`src/rtl/sec74_pkg.sv`:
```
package sec74_pkg;
  localparam int DATA_W = 4;
  localparam int PAR_W  = 3;
  localparam int CODE_W = DATA_W + PAR_W;

  // check rows, row 1 first; each row written position 1 (MSB) to position 7
  localparam logic [PAR_W*CODE_W-1:0] CHECK_ROWS = {7'b1000111, 7'b0101011, 7'b0011101};

  function automatic logic [CODE_W-1:0] checkRow(input int j);
    return CHECK_ROWS[(PAR_W-1-j)*CODE_W +: CODE_W];
  endfunction

  // column of the check matrix for vector bit b, row 1 in the MSB
  function automatic logic [PAR_W-1:0] checkCol(input int b);
    logic [PAR_W-1:0] col;
    logic [CODE_W-1:0] row;
    for (int j = 0; j < PAR_W; j++) begin
      row = checkRow(j);
      col[PAR_W-1-j] = row[b];
    end
    return col;
  endfunction

  typedef struct packed {
    logic encLoad;
    logic decLoad;
  } strobe_t;
endpackage

```
`src/rtl/sec74_ctrl.sv`:
```
module sec74_ctrl
  import sec74_pkg::*;
(
  input  logic    clk,
  input  logic    rst,
  input  logic    encValid,
  input  logic    decValid,
  output strobe_t strobes,
  output logic    encOutValid,
  output logic    decOutValid
);
  always_comb begin
    strobes.encLoad = encValid & ~rst;
    strobes.decLoad = decValid & ~rst;
  end

  always_ff @(posedge clk) begin
    if (rst) begin
      encOutValid <= 1'b0;
      decOutValid <= 1'b0;
    end else begin
      encOutValid <= encValid;
      decOutValid <= decValid;
    end
  end
endmodule

```
`src/rtl/sec74_datapath.sv`:
```
module sec74_datapath
  import sec74_pkg::*;
(
  input  logic              clk,
  input  logic              rst,
  input  strobe_t           strobes,
  input  logic [DATA_W-1:0] encData,
  input  logic [CODE_W-1:0] decCode,
  output logic [CODE_W-1:0] encCode,
  output logic [DATA_W-1:0] decData,
  output logic [PAR_W-1:0]  decSyndrome,
  output logic              decError
);
  logic [PAR_W-1:0]  encParity;
  logic [PAR_W-1:0]  syn;
  logic [CODE_W-1:0] flipMask;
  logic [CODE_W-1:0] fixedWord;

  // parity and syndrome, one XOR tree per check row
  for (genvar j = 0; j < PAR_W; j++) begin : g_row
    localparam logic [CODE_W-1:0] ROW = checkRow(j);
    assign encParity[PAR_W-1-j] = ^(encData & ROW[DATA_W-1:0]);
    assign syn[PAR_W-1-j]       = ^(decCode & ROW);
  end

  // one comparator per position; the columns are distinct and nonzero
  for (genvar b = 0; b < CODE_W; b++) begin : g_pos
    localparam logic [PAR_W-1:0] COL = checkCol(b);
    assign flipMask[b] = (syn == COL);
  end

  assign fixedWord = decCode ^ flipMask;

  always_ff @(posedge clk) begin
    if (rst) begin
      encCode     <= '0;
      decData     <= '0;
      decSyndrome <= '0;
      decError    <= 1'b0;
    end else begin
      if (strobes.encLoad) encCode <= {encParity, encData};
      if (strobes.decLoad) begin
        decData     <= fixedWord[DATA_W-1:0];
        decSyndrome <= syn;
        decError    <= |syn;
      end
    end
  end
endmodule

```
`src/rtl/sec74_codec.sv`:
```
module sec74_codec
  import sec74_pkg::*;
(
  input  logic              clk,
  input  logic              rst,
  input  logic              encValid,
  input  logic [DATA_W-1:0] encData,
  output logic              encOutValid,
  output logic [CODE_W-1:0] encCode,
  input  logic              decValid,
  input  logic [CODE_W-1:0] decCode,
  output logic              decOutValid,
  output logic [DATA_W-1:0] decData,
  output logic [PAR_W-1:0]  decSyndrome,
  output logic              decError
);
  strobe_t strobes;

  sec74_ctrl ctrl_i (
    .clk(clk), .rst(rst), .encValid(encValid), .decValid(decValid),
    .strobes(strobes), .encOutValid(encOutValid), .decOutValid(decOutValid)
  );

  sec74_datapath dp_i (
    .clk(clk), .rst(rst), .strobes(strobes), .encData(encData), .decCode(decCode),
    .encCode(encCode), .decData(decData), .decSyndrome(decSyndrome), .decError(decError)
  );
endmodule

```
`config.mk`:
```
export PLATFORM = sky130hd
export DESIGN_NAME = sec74_codec
export DESIGN_NICKNAME = d
export VERILOG_FILES = /design/src/rtl/sec74_pkg.sv /design/src/rtl/sec74_ctrl.sv /design/src/rtl/sec74_datapath.sv /design/src/rtl/sec74_codec.sv
export SDC_FILE = /design/constraint.sdc
export NUM_CORES = 1
export LEC_CHECK = 0
export ABC_CLOCK_PERIOD_IN_PS = 3750
export BUFFER_PORTS_ARGS = -buffer_cell sky130_fd_sc_hd__buf_2
export CORE_UTILIZATION = 30
export DETAILED_ROUTE_END_ITERATION = 10
export GPL_TIMING_DRIVEN = 1
export SYNTH_ARGS = -nofsm -noshare
export SYNTH_HDL_FRONTEND = slang
export SYNTH_SLANG_ARGS = --single-unit
```
`constraint.sdc`:
```
create_clock -name clk -period 3.75 [get_ports clk]
set_clock_uncertainty 0.2 [all_clocks]
set_input_delay 0.5625 -clock clk [delete_from_list [all_inputs] [get_ports clk]]
set_output_delay 0.5625 -clock clk [all_outputs]
set_load 0.02 [all_outputs]
```
* Word-level counts from Yosys, hierarchy flattened *
Index checks and enable logic that the tools add are counted.

storage, ports and cells
  bits in registers = 17

cells by class
  equal/unequal tests = 4
  reductions and logical operators = 7
  bitwise logic cells = 4

operators by type and width
  kind                count
  $reduce_xor 7->1    3
  $reduce_xor 4->1    3
  $eq 3x3->1 const B  3
  $xor 4x4->4         1
  $eq 3x2->1 const B  1
  $reduce_or 3->1     1
  $and 1x1->1         2
  $not 1->1           1

* Logic depth before layout (Yosys ltp) *
Gate-level depths: netlist (run 1).

  word-level depth = 3
  gate-level depth with buffers = 4
  mapped depth without buffers = 4

* Cells and area by module *
Synthesis (run 1) repeated with hierarchy kept, for this count alone.

second synthesis, totals
  cell total of the unflattened synthesis = 110
  area, all modules = 973.4 µm²

by module, submodules not included
  module          cells an instance  times used  area each (µm²)
  sec74_datapath  104                1           908.4
  sec74_ctrl      6                  1           65.1

* Worst setup path before layout (run 1) *
Ideal clock, no wire load.

  path type = input -> register
  start = in decCode[0]
  end = reg dp_i.decError
  slack = 2.102 ns
  required time = 3.464 ns
  stages on the path = 4
  buffers on the path = 0
  data arrival time = 1.362 ns
  setup time = 0.086 ns
  cells stage by stage = xnor2_2 -> xnor2_1 -> nor3_1 -> a211oi_1

on the way
  longest elaborated chain between the ends = 2
  elaborated cells between the ends (all ways) = 4
  classes of those cells = reduce/logical (4)

RTL lines
  element                 line                  text
  start: declaration      sec74_codec.sv:11     input logic [CODE_W-1:0] decCode,
  $reduce_xor 7->1        sec74_datapath.sv:23  assign syn[PAR_W-1-j] = ^(decCode & ROW);
  $reduce_or 3->1 (*)     sec74_datapath.sv:45  decError <= |syn;
  end signal: assignment  sec74_datapath.sv:45
  end: declaration        sec74_datapath.sv:12  output logic decError

Every way passes the cells marked *; elsewhere a longest branch is shown, timed or not.
A chain may end at the register's enable or synchronous reset.

* Worst setup path in the final report (run 1) *
  start = in decCode[2]
  end = reg dp_i.decError

The elaborated chain is that of the path after synthesis.

==> results.md, run 1 <==
- GRT Residual Overflow: 0
- Synthesized instance count: 89
- Fmax: 0.603 GHz
- VDD IR max: 0.213 mV
- Lkg Pwr: 0.000480 uW
- Dpl cells: 147
- CTS Buffer Depth: 2
- Netlist cell types: 21
- Sequential element share of the synthesized area: 40.2%
- Status: finished clean
- Hold_sp: dp_i.encCode[4]
- Crit path cell chain: buf_2 > xor2_2 > xnor2_1 > nor3_1 > a211oi_1
- CTS Sinks: 17
- Post-route ant nets: 0
- 1st-pass router iterations: 4
- Syn_area_per_cell: 9.50 um^2
- Setup crit start kind: primary input
- TritonCTS clock tree: yes
- Total vias in the final route: 736
- Final Setup Violations: 0
- Crit Path Max Fanout: 5
- CTS clk-pin slew, worst paths: 0.09 ns
- Main area contributors after synthesis: dfxtp_1 (40%), xnor2_1 (9.3%), mux2i_1 (8.3%), nor2_1 (7.1%), xor2_2 (5.8%)
- Family with the most delay on the worst path: XOR/XNOR gates
- Largest net degree at the start of global routing: 17
- # rows: 18
- Critical Path Max Stage Delay: 0.39 ns
- Placer congestion estimate: 0.816
- Pwr Density: 404 nW/um^2
- Die Y-Extent: 55.1 um
- Kind of critical path: in -> reg
- Via density: 4.87
- DRT iter0 DRCs: 11
- Reg2reg setup slack: 2.77 ns
- Dominant cell type by area after synthesis: dfxtp_1
- Synth warnings: 0
- Total of max-cap violations: 0
- Syn Nets: 104
- Postcts setup bufs: 0
- RSZ-0062 raised after global routing: no
- Reg2reg end: dp_i.decData[3]
- Yosys reg bits: 17
- Cells on Worst Hold Path: 2
- First-pass GRT wire length: 2600 um
- Post-Syn Area: 846 um^2
- Post-layout minimum cycle time: 1.66 ns
- Post-synth top area share: 40.2%
- Fillers: 279
- Crit. End Element: flop
- Worst reg-to-reg path cell count: 3
- Crit path DAT: 1.66 ns
- Crit-path slowest cell: xnor2_1
- DRT Wirelength: 1670 um
- Num CTS Buffers: 3
- Critical path startpoint: decCode[2]
- Dpl hpwl: 1340 um
- Routed len/inst: 11.0 um
- Hold Violations, Final: 0
- Clock Tree Root: clkbuf_4
- Die width: 55.1 um
- Overall power: 426 uW
- Worst Tran Pin Value: 0.424 ns
- Worst slew margin: 71.5%
- TNS Setup: 0 ns
- Final nets: 137
- Worst skew pair latency: 0.28 ns
- Share of cells above drive strength 1: 32.2%
- Post-CTS Resized: 0
- WHS: 0.293 ns
- Max-slew violations: 0
- Final Core Density: 41.0%
- RR Startpoint: dp_i.decData[3]
- Non-Filler Instances: 151
- # port buffers: 31
- Hold-fix buffers at CTS: 0
- Period utilization: 44.2%
- Hold Crit Endpoint: dp_i.encCode[4]
- Initial Util: 32.9%
- I/O pin total: 32
- Worst Hold Class: reg -> reg
- Multi-input logic area: 490 um^2
- Area growth, synth to finish: 24.6%
- Antenna cells: 0
- Critical path buffers and inverters: 1
- H-tree levels: 1
- Worst EP required: 3.76 ns
- Antenna violations before repair: 0
- Sequential Area: 340 um^2
- Area of the die: 3040 um^2
- Vias in the first global route: 638
- # DRC: 0
- Core area: 2570 um^2
- Gr usage total: 12.0%
-- report_power, final --
| group | switching [uW] | internal [uW] | leakage, uW |
|---|---|---|---|
| combinational | 78.5 | 48.3 | 0.000324 |
| sequential | 7.46 | 198 | 0.000141 |
| clock | 52.6 | 41.3 | 0.0000150 |
-- cells in the mapped netlist, drive strengths merged --
cell type and number:
and3 1, a211oi 4, nor2b 1, xnor2 10, nor3 2, nand2b 1, clkbuf 3, nor3b 2
a32oi 2, nand4 4, xor2 6, a31oi 2, nand3 5, nor2 16, dfxtp 17, inv 1
o211ai 4, mux2i 7, or3 1
-- area by class of cell --
cell class / instances / share of cell area, %
multi-input cells: 68 / 46.6
repair buffers: 31 / 14.7
clock buffers: 4 / 2.49
flip-flops and latches: 17 / 32.3
inverters: 1 / 0.356
well taps: 30 / 3.56
-- logic make-up (layout without fill, tap and decap cells) --
group / after synthesis / in the layout / share of synthesized area, %
flip-flops: 17 / 17 / 40.2
AND/OR/NAND/NOR: 33 / 33 / 18.9
XOR/XNOR: 16 / 16 / 20.1
AO/OA/AOI/OAI: 12 / 12 / 10.7
multiplexers: 7 / 7 / 8.28
buffers and inverters: 4 / 36 / 1.77
-- layer usage --
metal / GRT usage, % / up-vias / share of wire (%)
met5: 0 / - / 0
met4: 6.25 / 0 / 0.36
met3: 1.91 / 2 / 6.8
met2: 21.9 / 25 / 48
met1: 13.3 / 327 / 44
li1: - / 382 / -
-- metrics by stage --
stage	setup WS [ns]	area [um^2]
global route	1.94	1050
detailed placement	1.81	1030
global placement	1.83	1030
finish	2.09	1050
CTS	2.11	1050
floorplan	2.10	846
-- tightest hold or removal path: stages (launching register included) --
cell	delay, ns
dfxtp_1	0.33
mux2i_1	0.06
nor2_1	0.07
-- registers in the layout, indices dropped and copies added, names as in the netlist --
name                count
ctrl_i.encOutValid      1
dp_i.decData            4
dp_i.decError           1
dp_i.encCode            7
dp_i.decSyndrome        3
ctrl_i.decOutValid      1
-- cell usage in the layout, fill, tap and decap left out --
cell type	netlist	final
buf_2	0	31
nor2_1	16	16
nand2b_1	1	1
o211ai_1	4	4
a32oi_1	2	2
nor3b_1	2	2
clkbuf_1	3	1
nor3_1	2	2
clkbuf_4	0	3
nor2b_1	1	1
xor2_2	3	3
a211oi_1	4	4
a31oi_1	2	2
xnor2_1	9	9
nand4_1	4	4
and3_1	1	1
inv_2	1	1
xnor2_2	1	1
or3_1	1	1
mux2i_1	7	7
xor2_1	3	3
dfxtp_1	17	17
nand3_1	5	5
-- worst max path at each step --
stage | end | slack, ns | cells after the start
after floorplan | dp_i.decError | 2.10 | 4
after global placement | dp_i.decError | 1.83 | 5
after detailed placement | dp_i.decError | 1.81 | 5
after CTS | dp_i.decError | 2.11 | 5
after global routing | dp_i.decError | 1.94 | 5
final | dp_i.decError | 2.09 | 5
No activity file was read; power rests on OpenSTA's default activity.
==> run 2, diff against run 1 <==
ABC_CLOCK_PERIOD_IN_PS = 1400   (was 3750)
clock period = 1.4 ns   (was 3.75 ns; I/O delays follow)
==> run 2 against run 1 <==
Against the previous run:
- combinational power rose to 2.8 times the previous value
- highest routed layer is now met3
- sequential share of layout area is 1.3 points lower
- critical endpoint unchanged
- global-route usage increased by 0.80 points
- via count up 6.9%
- register-to-register slack got worse by 2.4 ns
- total power rose to 2.7 times the previous value
- worst setup slack got worse by 2.0 ns
- final area is 4.3% higher
- sequential power grew to 2.7 times the previous value
- critical path depth is the same
- critical path type unchanged
- cell count is 4.0% higher
==> results.md, run 2 (synthesis gave the netlist of run 1 again) <==
- DRT Wirelength: 1790 um
- Period utilization: 91.4%
- Commonest non-fill, non-tap cell in the layout: buf_2
- GR Util met1: 12.6%
- Crit. End Element: flop
- Area growth, synth to finish: 29.9%
- Pwr Density: 1050 nW/um^2
- Die width: 55.1 um
- Dpl hpwl: 1440 um
- First-pass GRT wire length: 2850 um
- Initial Util: 32.9%
- Largest register FFs: 7
- Worst Hold Class: in -> reg
- Hold Violations, Final: 0
- Fmax: 0.781 GHz
- # rows: 18
- Final worst slack: 0.120 ns
- Final Core Density: 42.8%
- # port buffers: 31
- Lkg Pwr: 0.000509 uW
- RSZ-0062 raised after global routing: no
- Post-CTS Resized: 0
- Postcts setup bufs: 0
- Final Setup Violations: 0
- Share of cells above drive strength 1: 35.4%
- Kind of critical path: in -> reg
- GR Util met3: 2.73%
- Fillers: 268
- Cells on Worst Hold Path: 3
- Max-slew violations: 0
- Worst reg-to-reg path cell count: 3
- CTS clk-pin slew, worst paths: 0.09 ns
- Num CTS Buffers: 3
- Gr usage total: 12.8%
- Most frequent cells in the layout: buf_2 (31), dfxtp_1 (17), nor2_1 (16)
- Reg2reg setup slack: 0.39 ns
- TritonCTS clock tree: yes
- Routed len/inst: 11.4 um
- Pre-CTS setup slack: -0.174 ns
- Clock Tree Root: clkbuf_4
- VDD IR max: 0.472 mV
- Worst EP required: 1.40 ns
- Worst skew pair latency: 0.27 ns
- DRT iter0 DRCs: 8
- Total vias in the final route: 787
- Biggest regs: dp_i.encCode x7, dp_i.decData x4, dp_i.decSyndrome x3
- CTS Buffer Depth: 2
- H-tree levels: 1
- Most used routing layer: met2
- Crit path DAT: 1.28 ns
- GRT Residual Overflow: 0
- Die Y-Extent: 55.1 um
- Setup crit start kind: primary input
- Largest reg by FF count: dp_i.encCode
- Design Area, Final: 1100 um^2
- Crit Path Max Fanout: 8
- Final nets: 143
- I/O pin total: 32
- Via density: 5.01
- Largest net degree at the start of global routing: 16
- Total of max-cap violations: 0
- Hold-fix buffers at CTS: 0
- Status: finished clean
- Met2 Usage GRT: 26.7%
- Worst Tran Pin Value: 0.439 ns
- Antenna cells: 0
- 1st-pass router iterations: 4
- Placed Area: 1070 um^2
- Antenna violations before repair: 0
- CTS Sinks: 17
- Placer congestion estimate: 0.776
- Area of the die: 3040 um^2
- Vias in the first global route: 717
- Post-layout minimum cycle time: 1.28 ns
- # DRC: 0
- Worst slew margin: 70.6%
- TNS Setup: 0 ns
- Core area: 2570 um^2
- Post-route ant nets: 0
- WHS: 0.0215 ns
[run 2: cell count changes in the layout (fill, tap and decap cells not counted), sizes merged]
cell	before	now
buf	31	37
[run 2: metrics by stage]
stage | power [uW] | std cells
CTS | 1170 | 157
global route | 1240 | 157
global placement | 910 | 153
finish | 1150 | 157
detailed placement | 919 | 153
floorplan | 791 | 89
[run 2: where the power goes]
| part | internal [uW] | total, uW | switching [uW] | leakage, uW |
|---|---|---|---|---|
| Sequential | 529 | 550 | 20.9 | 0.000141 |
| Combinational | 140 | 355 | 215 | 0.000353 |
| Clock | 110 | 247 | 137 | 0.0000150 |
| Total | 780 | 1150 | 372 | 0.000509 |
[run 2: cell type report]
cell class | count | area [um^2] | area share, %
multi-input combinational | 68 | 490 | 44.6
sequential | 17 | 340 | 31.0
timing repair buffer | 37 | 200 | 18.2
tap | 30 | 37.5 | 3.42
clock buffer | 4 | 26.3 | 2.39
inverter | 1 | 3.75 | 0.342
[run 2: layer usage]
layer | vias up | share of wire (%) | wire length [um]
li1 | 392 | - | -
met1 | 362 | 42 | 751
met2 | 33 | 50 | 901
met3 | 0 | 7.7 | 138
met4 | 0 | 0 | 0
met5 | - | 0 | 0
[run 2: path summary, 6_finish.rpt]
check | from | end
setup / recovery | decCode[0] | dp_i.decError
hold / removal | encData[3] | dp_i.encCode[3]
setup reg to reg | dp_i.decData[3] | dp_i.decData[3]
hold reg to reg | dp_i.encCode[0] | dp_i.encCode[0]
[run 2: critical path: stages]
cell      delay (ns)
buf_2           0.13
xnor2_2         0.39
xnor2_1         0.22
nor3_1          0.09
a211oi_1        0.24
==> run 3, diff against run 2 <==
RECOVER_POWER = 25   (was unset)
==> run 3 against run 2 <==
Against the previous run:
- clock power hardly changed
- final area is 0.23% lower
- clock-buffer cell count stayed put
- maximum frequency hardly changed
- via count is 0.25% lower
- sequential share of layout area is 0.071 points higher
- global-route usage stayed put
- flip-flop and latch count stayed put
- worst hold slack hardly changed
==> results.md, run 3 (synthesis gave the netlist of run 1 again) <==
- Status: finished clean
- Total of max-cap violations: 0
- H-tree levels: 1
- CTS Sinks: 17
- RR Startpoint: dp_i.decData[3]
- Area of the die: 3040 um^2
- Crit path DAT: 1.28 ns
- Area growth, synth to finish: 29.6%
- RSZ-0062 raised after global routing: no
- Worst slew margin: 70.6%
- Routed len/inst: 11.4 um
- Most frequent cells in the layout: buf_2 (29), dfxtp_1 (17), nor2_1 (16)
- TritonCTS clock tree: yes
- Worst reg-to-reg path cell count: 3
- Crit. End Element: flop
- Hold-fix buffers at CTS: 0
- Post-CTS Resized: 0
- Lkg Pwr: 0.000505 uW
- 1st-pass router iterations: 4
- Family with the most delay on the worst path: XOR/XNOR gates
- Postcts setup bufs: 0
- Final Core Density: 42.7%
- Setup crit start kind: primary input
- Crit-path slowest cell: xnor2_2
- WHS: 0.0214 ns
- First-pass GRT wire length: 2850 um
- Crit Path Max Fanout: 8
- Final nets: 143
- Largest reg by FF count: dp_i.encCode
- Vias in the first global route: 717
- Initial Util: 32.9%
- Design Area, Final: 1100 um^2
- Pwr Density: 1050 nW/um^2
- Post-route ant nets: 0
- Die width: 55.1 um
- Placer congestion estimate: 0.776
- Post-layout minimum cycle time: 1.28 ns
- Hold_sp: encData[3]
- # port buffers: 31
- # rows: 18
- Largest register FFs: 7
- Reg2reg end: dp_i.decData[3]
- # DRC: 0
- Via density: 5.00
- Critical path buffers and inverters: 1
- Dpl hpwl: 1440 um
- Worst Tran Pin Value: 0.439 ns
- Worst skew pair latency: 0.27 ns
- Largest net degree at the start of global routing: 16
- Worst Hold Class: in -> reg
- DRT Wirelength: 1790 um
- Hold Violations, Final: 0
- Total vias in the final route: 785
- Fmax: 0.781 GHz
- Reg2reg setup slack: 0.39 ns
- Antenna violations before repair: 0
- Max-slew violations: 0
- I/O pin total: 32
- Period utilization: 91.5%
- Gr usage total: 12.8%
- Biggest regs: dp_i.encCode x7, dp_i.decData x4, dp_i.decSyndrome x3
- Clock Tree Root: clkbuf_4
- CTS Buffer Depth: 2
- Die Y-Extent: 55.1 um
- Placed Area: 1070 um^2
- Share of cells above drive strength 1: 33.1%
- Critical Path Max Stage Delay: 0.39 ns
- Commonest non-fill, non-tap cell in the layout: buf_2
- Final Setup Violations: 0
- Kind of critical path: in -> reg
- DRT iter0 DRCs: 10
- Hold Crit Endpoint: dp_i.encCode[3]
- Num CTS Buffers: 3
- Cells on Worst Hold Path: 3
- VDD IR max: 0.472 mV
- Worst EP required: 1.40 ns
- GRT Residual Overflow: 0
- Antenna cells: 0
- Crit path cell chain: buf_2 > xnor2_2 > xnor2_1 > nor3_1 > a211oi_1
- CTS clk-pin slew, worst paths: 0.09 ns
- Core area: 2570 um^2
-- run 3: final cells by class --
type / count / area [um^2]
fillers: 270 / 1470
multi-input cells: 68 / 490
flip-flops and latches: 17 / 340
repair buffers: 37 / 198
well taps: 30 / 37.5
clock buffers: 4 / 26.3
inverters: 1 / 3.75
-- run 3: worst register-to-register path, delay by kind of cell, from the launching register on --
kind               cells  cell delay [ns]
and+or+nand+nor        2             0.23
DFF                    1             0.32
AOI/OAI and AO/OA      1             0.14
-- run 3: power by group --
group          total (uW)  internal, uW  switching [uW]
Combinational         353           139             214
Sequential            550           529            20.9
Clock                 247           110             137
-- run 3: how the worst max path moves through the flow --
stage          startpoint         endpoint  slack, ns  cells after the start
6_report       decCode[0]    dp_i.decError       0.12                      5
2_1_floorplan  decCode[0]    dp_i.decError       0.10                      4
4_1_cts        decCode[0]    dp_i.decError       0.13                      5
5_1_grt        decCode[0]  dp_i.decData[1]       0.05                      5
3_3_place_gp   decCode[2]    dp_i.decError      -0.14                      5
3_5_place_dp   decCode[0]    dp_i.decError      -0.17                      5
-- run 3: routing by layer --
layer / track usage [%] / up-vias / wire (um)
met3: 2.73 / 0 / 131
li1: - / 392 / -
met1: 12.6 / 365 / 745
met5: 0 / - / 0
met2: 26.7 / 28 / 914
met4: 2.50 / 0 / 0
-- run 3: metrics by stage --
| stage | worst slack [ns] | power (uW) | cells | TNS, ns |
|---|---|---|---|---|
| finish | 0.120 | 1150 | 157 | 0 |
| global route | 0.0455 | 1240 | 157 | 0 |
| CTS | 0.127 | 1170 | 157 | 0 |
| detailed placement | -0.174 | 919 | 153 | -0.844 |
| global placement | -0.142 | 910 | 153 | -0.531 |
| floorplan | 0.105 | 791 | 89 | 0 |
